File: src/rtl/seg_chk_pkg.sv
// Shared codes for the segment register load checker.
// Assumes the target and fault encodings listed in the brief.
package seg_chk_pkg;
    typedef enum logic [2:0] {
        TGT_CS   = 3'd0,
        TGT_SS   = 3'd1,
        TGT_DS   = 3'd2,
        TGT_ES   = 3'd3,
        TGT_FS   = 3'd4,
        TGT_GS   = 3'd5,
        TGT_LDTR = 3'd6,
        TGT_TR   = 3'd7
    } seg_tgt_e;

    typedef enum logic [2:0] {
        FLT_NONE   = 3'd0,
        FLT_NULL   = 3'd1,
        FLT_LIMIT  = 3'd2,
        FLT_TYPE   = 3'd3,
        FLT_PRIV   = 3'd4,
        FLT_ABSENT = 3'd5,
        FLT_STACK  = 3'd6
    } seg_flt_e;

    localparam logic [3:0] SYS_LDT      = 4'h2;
    localparam logic [3:0] SYS_TSS16    = 4'h1;
    localparam logic [3:0] SYS_TSS32    = 4'h9;
endpackage

File: src/rtl/seg_sel_decode.sv
// Selector decode: null detection, effective level and table limit test.
// Assumes index in the upper SEL_W-3 bits, table bit at 2, requested level
// in bits 1:0; each entry is 8 bytes, 16 bytes for system targets in 64-bit mode.
module seg_sel_decode
    import seg_chk_pkg::*;
#(
    parameter int SEL_W = 16,
    parameter int LIM_W = 16
) (
    input  logic             clk,
    input  logic             rst_n,
    input  seg_tgt_e         tgt,
    input  logic [SEL_W-1:0] sel,
    input  logic [1:0]       cpl,
    input  logic             mode64,
    input  logic [LIM_W-1:0] gdt_lim,
    input  logic [LIM_W-1:0] ldt_lim,
    output logic             is_null,
    output logic             null_ok,
    output logic [1:0]       rpl,
    output logic [1:0]       epl,
    output logic             lim_fail
);
    localparam int OFF_W  = SEL_W + 1;
    localparam int CMP_W  = (OFF_W > LIM_W) ? OFF_W : LIM_W;
    localparam int N_TBL  = 2;

    logic             wide;
    logic [OFF_W-1:0] end_off;
    logic [LIM_W-1:0] lim_tbl [N_TBL];
    logic [N_TBL-1:0] over;

    // Requested and effective privilege from the selector and current level.
    always_comb begin
        rpl = sel[1:0];
        epl = (cpl > sel[1:0]) ? cpl : sel[1:0];
    end

    // Null selector and whether the target tolerates it.
    always_comb begin
        is_null = (sel[SEL_W-1:2] == '0);
        unique case (tgt)
            TGT_CS, TGT_TR: null_ok = 1'b0;
            TGT_SS:         null_ok = mode64 && (cpl != 2'd3);
            default:        null_ok = 1'b1;
        endcase
    end

    // Last byte of the referenced entry.
    always_comb begin
        wide    = mode64 && (tgt == TGT_LDTR || tgt == TGT_TR);
        end_off = {1'b0, sel[SEL_W-1:3], 3'b000} + OFF_W'(wide ? 4'd15 : 4'd7);
    end

    assign lim_tbl[0] = gdt_lim;
    assign lim_tbl[1] = ldt_lim;

    // One bound comparator per descriptor table.
    for (genvar t = 0; t < N_TBL; t++) begin : g_tbl
        assign over[t] = CMP_W'(end_off) > CMP_W'(lim_tbl[t]);
    end

    assign lim_fail = over[sel[2]];

    AST_EPL_BOUND: assert property (@(posedge clk) disable iff (!rst_n)
        (epl >= cpl) && (epl >= rpl));
    AST_NULL_NO_INDEX: assert property (@(posedge clk) disable iff (!rst_n)
        is_null |-> !lim_fail || (gdt_lim < LIM_W'(7)));
endmodule

File: src/rtl/seg_rule_eval.sv
// Per-target type and privilege rules for a non-null selector.
// Assumes type bit 3 = code, bit 2 = conforming/expand-down, bit 1 = readable/writable.
module seg_rule_eval
    import seg_chk_pkg::*;
(
    input  logic       clk,
    input  logic       rst_n,
    input  seg_tgt_e   tgt,
    input  logic       s,
    input  logic [3:0] typ,
    input  logic [1:0] dpl,
    input  logic [1:0] cpl,
    input  logic [1:0] rpl,
    input  logic [1:0] epl,
    input  logic       mode64,
    output logic       type_fail,
    output logic       priv_fail
);
    logic is_code;
    logic rw_bit;
    logic conf_bit;

    // Field views of the type nibble.
    always_comb begin
        is_code  = s && typ[3];
        rw_bit   = typ[1];
        conf_bit = typ[2];
    end

    // Type acceptance by target register.
    always_comb begin
        unique case (tgt)
            TGT_CS:   type_fail = !is_code;
            TGT_SS:   type_fail = !(s && !typ[3] && rw_bit);
            TGT_LDTR: type_fail = !(!s && typ == SYS_LDT);
            TGT_TR:   type_fail = !(!s && (typ == SYS_TSS32 ||
                                           (!mode64 && typ == SYS_TSS16)));
            default:  type_fail = !s || (typ[3] && !rw_bit);
        endcase
    end

    // Privilege acceptance by target register.
    always_comb begin
        unique case (tgt)
            TGT_CS:   priv_fail = conf_bit ? (cpl < dpl)
                                           : ((cpl != dpl) || (rpl > cpl));
            TGT_SS:   priv_fail = (rpl != cpl) || (dpl != cpl);
            TGT_LDTR,
            TGT_TR:   priv_fail = 1'b0;
            default:  priv_fail = (is_code && conf_bit) ? 1'b0 : (epl > dpl);
        endcase
    end

    AST_CS_CODE_ONLY: assert property (@(posedge clk) disable iff (!rst_n)
        (tgt == TGT_CS) && !type_fail |-> s && typ[3]);
    AST_SS_WRITABLE: assert property (@(posedge clk) disable iff (!rst_n)
        (tgt == TGT_SS) && !type_fail |-> s && !typ[3] && typ[1]);
    AST_SYS_TARGET: assert property (@(posedge clk) disable iff (!rst_n)
        (tgt == TGT_LDTR || tgt == TGT_TR) && !type_fail |-> !s);
    AST_SS_LEVELS: assert property (@(posedge clk) disable iff (!rst_n)
        (tgt == TGT_SS) && !priv_fail |-> (dpl == cpl) && (epl == cpl));
endmodule

File: src/rtl/seg_fault_prio.sv
// Picks the single reported fault from the individual check results.
// Assumes the order null, limit, type, privilege, present.
module seg_fault_prio
    import seg_chk_pkg::*;
(
    input  logic     clk,
    input  logic     rst_n,
    input  logic     is_null,
    input  logic     null_ok,
    input  logic     lim_fail,
    input  logic     type_fail,
    input  logic     priv_fail,
    input  logic     present,
    input  logic     is_stack,
    output seg_flt_e fault
);
    // First failing check wins.
    always_comb begin
        if (is_null)        fault = null_ok ? FLT_NONE : FLT_NULL;
        else if (lim_fail)  fault = FLT_LIMIT;
        else if (type_fail) fault = FLT_TYPE;
        else if (priv_fail) fault = FLT_PRIV;
        else if (!present)  fault = is_stack ? FLT_STACK : FLT_ABSENT;
        else                fault = FLT_NONE;
    end

    AST_NULL_SHORTCUT: assert property (@(posedge clk) disable iff (!rst_n)
        is_null |-> (fault == FLT_NONE) || (fault == FLT_NULL));
    AST_STACK_CODE: assert property (@(posedge clk) disable iff (!rst_n)
        (fault == FLT_STACK) |-> is_stack && !present);
    AST_ACCEPT_CLEAN: assert property (@(posedge clk) disable iff (!rst_n)
        (fault == FLT_NONE) && !is_null |-> !lim_fail && !type_fail && !priv_fail && present);
endmodule

File: src/rtl/seg_load_check.sv
// Segment register load checker top: combines selector decode, rule
// evaluation and fault priority, and registers the verdict behind a
// valid/ready pair. Assumes the descriptor fields are stable with req_valid.
module seg_load_check
    import seg_chk_pkg::*;
#(
    parameter int SEL_W = 16,
    parameter int LIM_W = 16
) (
    input  logic             clk,
    input  logic             rst_n,
    input  logic             req_valid,
    output logic             req_ready,
    input  logic [2:0]       req_tgt,
    input  logic [SEL_W-1:0] req_sel,
    input  logic             req_s,
    input  logic [3:0]       req_type,
    input  logic [1:0]       req_dpl,
    input  logic             req_p,
    input  logic [1:0]       req_cpl,
    input  logic             req_mode64,
    input  logic [LIM_W-1:0] gdt_lim,
    input  logic [LIM_W-1:0] ldt_lim,
    output logic             rsp_valid,
    input  logic             rsp_ready,
    output logic             rsp_ok,
    output logic [2:0]       rsp_fault
);
    seg_tgt_e tgt;
    seg_flt_e fault_c;
    logic     is_null, null_ok, lim_fail, type_fail, priv_fail;
    logic [1:0] rpl, epl;
    logic     take;

    assign tgt  = seg_tgt_e'(req_tgt);
    assign take = req_valid && req_ready;

    seg_sel_decode #(.SEL_W(SEL_W), .LIM_W(LIM_W)) u_dec (
        .clk(clk), .rst_n(rst_n), .tgt(tgt), .sel(req_sel), .cpl(req_cpl),
        .mode64(req_mode64), .gdt_lim(gdt_lim), .ldt_lim(ldt_lim),
        .is_null(is_null), .null_ok(null_ok), .rpl(rpl), .epl(epl),
        .lim_fail(lim_fail)
    );

    seg_rule_eval u_rule (
        .clk(clk), .rst_n(rst_n), .tgt(tgt), .s(req_s), .typ(req_type),
        .dpl(req_dpl), .cpl(req_cpl), .rpl(rpl), .epl(epl),
        .mode64(req_mode64), .type_fail(type_fail), .priv_fail(priv_fail)
    );

    seg_fault_prio u_prio (
        .clk(clk), .rst_n(rst_n), .is_null(is_null), .null_ok(null_ok),
        .lim_fail(lim_fail), .type_fail(type_fail), .priv_fail(priv_fail),
        .present(req_p), .is_stack(tgt == TGT_SS), .fault(fault_c)
    );

    // Ready when nothing is held or the held verdict leaves this cycle.
    assign req_ready = !rsp_valid || rsp_ready;

    // Verdict valid flag.
    always_ff @(posedge clk) begin
        if (!rst_n)         rsp_valid <= 1'b0;
        else if (take)      rsp_valid <= 1'b1;
        else if (rsp_ready) rsp_valid <= 1'b0;
    end

    // Verdict code, captured on each accepted request.
    always_ff @(posedge clk) begin
        if (!rst_n)    rsp_fault <= 3'd0;
        else if (take) rsp_fault <= fault_c;
    end

    assign rsp_ok = (rsp_fault == FLT_NONE);

    AST_RSP_AFTER_REQ: assert property (@(posedge clk) disable iff (!rst_n)
        take |=> rsp_valid);
    AST_RSP_HOLD: assert property (@(posedge clk) disable iff (!rst_n)
        rsp_valid && !rsp_ready |=> rsp_valid && $stable(rsp_fault));
    AST_NO_STRAY_RSP: assert property (@(posedge clk) disable iff (!rst_n)
        !take && rsp_ready |=> !rsp_valid);
endmodule

File: config.mk
export PLATFORM = sky130hd
export DESIGN_NAME = seg_load_check
export DESIGN_NICKNAME = d
export VERILOG_FILES = /design/src/rtl/seg_chk_pkg.sv /design/src/rtl/seg_sel_decode.sv /design/src/rtl/seg_rule_eval.sv /design/src/rtl/seg_fault_prio.sv /design/src/rtl/seg_load_check.sv
export SDC_FILE = /design/constraint.sdc
export NUM_CORES = 1
export LEC_CHECK = 0
export BUFFER_PORTS_ARGS = -buffer_cell sky130_fd_sc_hd__buf_2
export CAP_MARGIN = 20
export CORE_UTILIZATION = 25
export DETAILED_ROUTE_END_ITERATION = 10
export PLACE_DENSITY_LB_ADDON = 0.1
export SKIP_LAST_GASP = 1
export SYNTH_ARGS = -nofsm -noshare
export SYNTH_HDL_FRONTEND = slang
export SYNTH_SLANG_ARGS = --single-unit
File: constraint.sdc
create_clock -name clk -period 4.32 [get_ports clk]
set_clock_uncertainty 0.1 [all_clocks]
set_input_delay 0.432 -clock clk [delete_from_list [all_inputs] [get_ports clk]]
set_output_delay 0.432 -clock clk [all_outputs]
set_load 0.02 [all_outputs]
==> summary.md <==
| Metric | Value |
|---|---|
| Final Hold Viols | `0` |
| Critical Path RT | `4.35 ns` |
| # DRC | `0` |
| Top cell type's share of synthesized area | `0.299` |
| Worst-Skew Late Latency | `between 0.2 and 0.25 ns` |
| Most used routing layer | `met2` |
| Post-CTS Setup Repair Bufs | `0` |
| First-pass GRT wire length | `roughly 7000 um` |
| Worst reg2reg setup slack | `3.02 ns` |
| # rows | `27` |
| CTS max path bufs | `2` |
| M3 GR Usage | `0.0244` |
| Synthesized instance count | `about 210` |
| CORE AREA | `approximately 5600 um2` |
| WL/cell | `between 10 and 15 um` |
| Initial antenna violation count | `0` |
| Share of the yosys chip area belonging to registers | `0.0547` |
| Share of cells above drive strength 1 | `0.273` |
| ANT cells | `0` |
| Mapped cell area | `1460 um2` |
| Critical path type | `in -> reg` |
| Critical-path cell list | `buf_2 > and3_2 > ha_1 > ha_1 > nand3_1 > or3_1 > nor2_1 > xnor2_1 > ha_1 > and3_1 > a211oi_1 > o21ai_0 > a211o_1 > a211o_1 > o31ai_1` |
| Relative slew margins | `0.757` |
| Met2 usage | `0.228` |
| I/O pin total | `72` |
| H-tree lvl count | `1` |
| Critical path's slowest cell | `or3_1` |
| Most area-consuming cells after synthesis | `ha_1, inv_1, dfxtp_1` |
| Area Growth Syn to Fin | `33.2%` |
| Max cap viols | `0` |
| Worst-path fanout max | `8` |
| Most frequent cells after synthesis | `inv_1, ha_1, nand2_1, nor2_1, a21oi_1` |
| Initial core utilization | `0.263` |
| GPL Wtd Cong | `0.779` |
| Final worst slack | `0.755 ns` |
| Final cycle utilization of the critical path | `0.825` |
| Vias in the first global route | `1,595` |
| Total wire length after detailed routing | `4080 um` |
| Slew Limit Fails | `0` |
| Initial DRC count | `50` |
| CP arrival | `about 3.6 ns` |
| IO buf count | `slightly above 70` |
| Syn Nets | `309` |
| Most numerous cell in the Yosys netlist | `inv_1` |
| Post-CTS sizing | `0` |
| Worst Setup Start Kind | `input port` |
| Post-place setup slack | `0.475 ns` |
| Die H | `between 70 and 80 um` |
| Die area | `a little over 6000 um2` |
| Yosys cell types | `38` |
| Max Clk Rate | `280 MHz` |
| CTS tree | `yes` |
| Clock period minus worst slack | `between 3 and 4 ns` |
| Maximum number of pins on one net before global-route repair | `9` |
| Total grt overflow | `0` |
| Power density cells | `about 150 nW/um2` |
| Static leakage | `about 1.1 nW` |
| Register bit total from synthesis | `4` |
| Setup TNS | `0 ns` |
| Worst vdd ir | `about 85 uV` |
| Run status | `finished, final reports clean` |
| Number of flops mapped to enable cells by yosys | `0` |
| Met1 usage | `0.186` |
| Total GRT Usage | `0.137` |
| Mean Syn Cell Area | `between 7 and 8 um2` |
| Detailed Routing Iterations Pass 1 | `4` |
| Post-CTS Hold Buffers | `0` |
| Final setup fails | `0` |
| Total power | `around 290 uW` |
| Final ANT Viol Nets | `0` |
| Reg clk slew, reported paths | `0.03 ns` |
| Vias per cell | `roughly 4.7` |
| Die X | `78.5 um` |
| Root Driver | `clkbuf_8` |
| Endpoint class of the critical path | `register` |
| Crit path top cell by count | `ha_1` |
| DR vias | `~1,700` |
| Yosys top cell by area | `ha_1` |
| Least-Margin Pin Slew | `~0.36 ns` |
| CTS Sinks | `4` |
| Nets@finish | `385` |
| Post-synth top flop | `dfxtp_1` |
| RSZ-0062 raised after global routing | `no` |
| HPWL Detailed | `3690 um` |
| Num CTS Buffers | `3` |
| Async set-reset flop share out of synthesis | `0` |
| Slowest stage delay, CP | `between 0.4 and 0.5 ns` |
| Hold WC Path Type | `in -> reg` |
| Yosys warns | `0` |
-- flip-flops by register name (all words and copies together) (netlist names) --
signal     cells
rsp_valid      1
rsp_fault      3
-- through the flow --
| stage | hold WS [ns] | cell area, um2 | std cells | util |
|---|---|---|---|---|
| 2_1_floorplan | 0.460 | 1460 | 208 | - |
| 3_3_place_gp | 0.429 | 1910 | 351 | 0.343 |
| 3_5_place_dp | 0.404 | 1910 | 351 | 0.343 |
| 4_1_cts | 0.378 | 1950 | 354 | 0.350 |
| 5_1_grt | 0.386 | 1950 | 354 | 0.350 |
| 6_report | 0.380 | 1950 | 354 | 0.350 |
-- cells by family (layout without fill, tap and decap cells) --
family	count (synthesis)	count (layout)	share of synthesized area
xor gates and xnor gates	11	11	0.0658
AOI/OAI and AO/OA	47	47	0.218
adders and majority gates	35	35	0.299
and+or+nand+nor	73	73	0.261
buffers and inverters	37	111	0.0949
DFF	4	4	0.0547
muxes	1	1	0.00684
-- placed cells by master, fill, tap and decap left out, drive strengths merged, types with 2 or more instances in the layout --
master / Yosys / routed
a211o: 2 / 2
o31ai: 2 / 2
a21oi: 12 / 12
nor4: 4 / 4
a21o: 2 / 2
o21a: 2 / 2
a211oi: 3 / 3
and3: 7 / 7
or3: 4 / 4
dfxtp: 4 / 4
nand2: 14 / 14
ha: 35 / 35
buf: 0 / 71
and2: 2 / 2
o211ai: 4 / 4
inv: 37 / 37
nand3: 8 / 8
nor2: 13 / 13
and4: 3 / 3
nand4: 5 / 5
nor2b: 4 / 4
nand2b: 3 / 3
clkbuf: 0 / 3
o21ai: 8 / 8
a31oi: 2 / 2
xor2: 4 / 4
nor3: 6 / 6
xnor2: 7 / 7
-- path summary, 6_finish.rpt --
check                             startpoint           end  cells after the start
worst max register to register     rsp_valid  rsp_fault[1]                      4
worst max-delay path              req_tgt[1]  rsp_fault[0]                     15
worst min-delay path               req_valid     rsp_valid                      3
worst min register to register  rsp_fault[2]  rsp_fault[2]                      2
-- routing by layer --
layer	vias to the layer above	part of all wire
met5	-	0
met4	0	0.0042
met3	2	0.054
met2	52	0.44
met1	700	0.50
li1	902	-
-- area by class of cell --
type | count | area [um2]
inverter | 37 | 139
fill | 642 | 3620
sequential | 4 | 80.1
tap | 72 | 90.1
multi-input combinational | 167 | 1240
timing repair buffer | 71 | 355
clock buffer | 3 | 41.3
-- critical path: cells and delay by family --
kind            cells  cell delay [ns]
compound gates      5             1.07
xor+xnor            1             0.17
fa+ha+maj           3             0.67
buf+inv             1             0.14
simple gates        5             1.11
-- power by group --
part           internal (mW)  switching, mW  total, mW
Sequential            0.0406        0.00292     0.0435
Combinational         0.0760         0.0864      0.162
Clock                 0.0596         0.0209     0.0805
Total                  0.176          0.110      0.286
(Power assumes the default switching activity.)
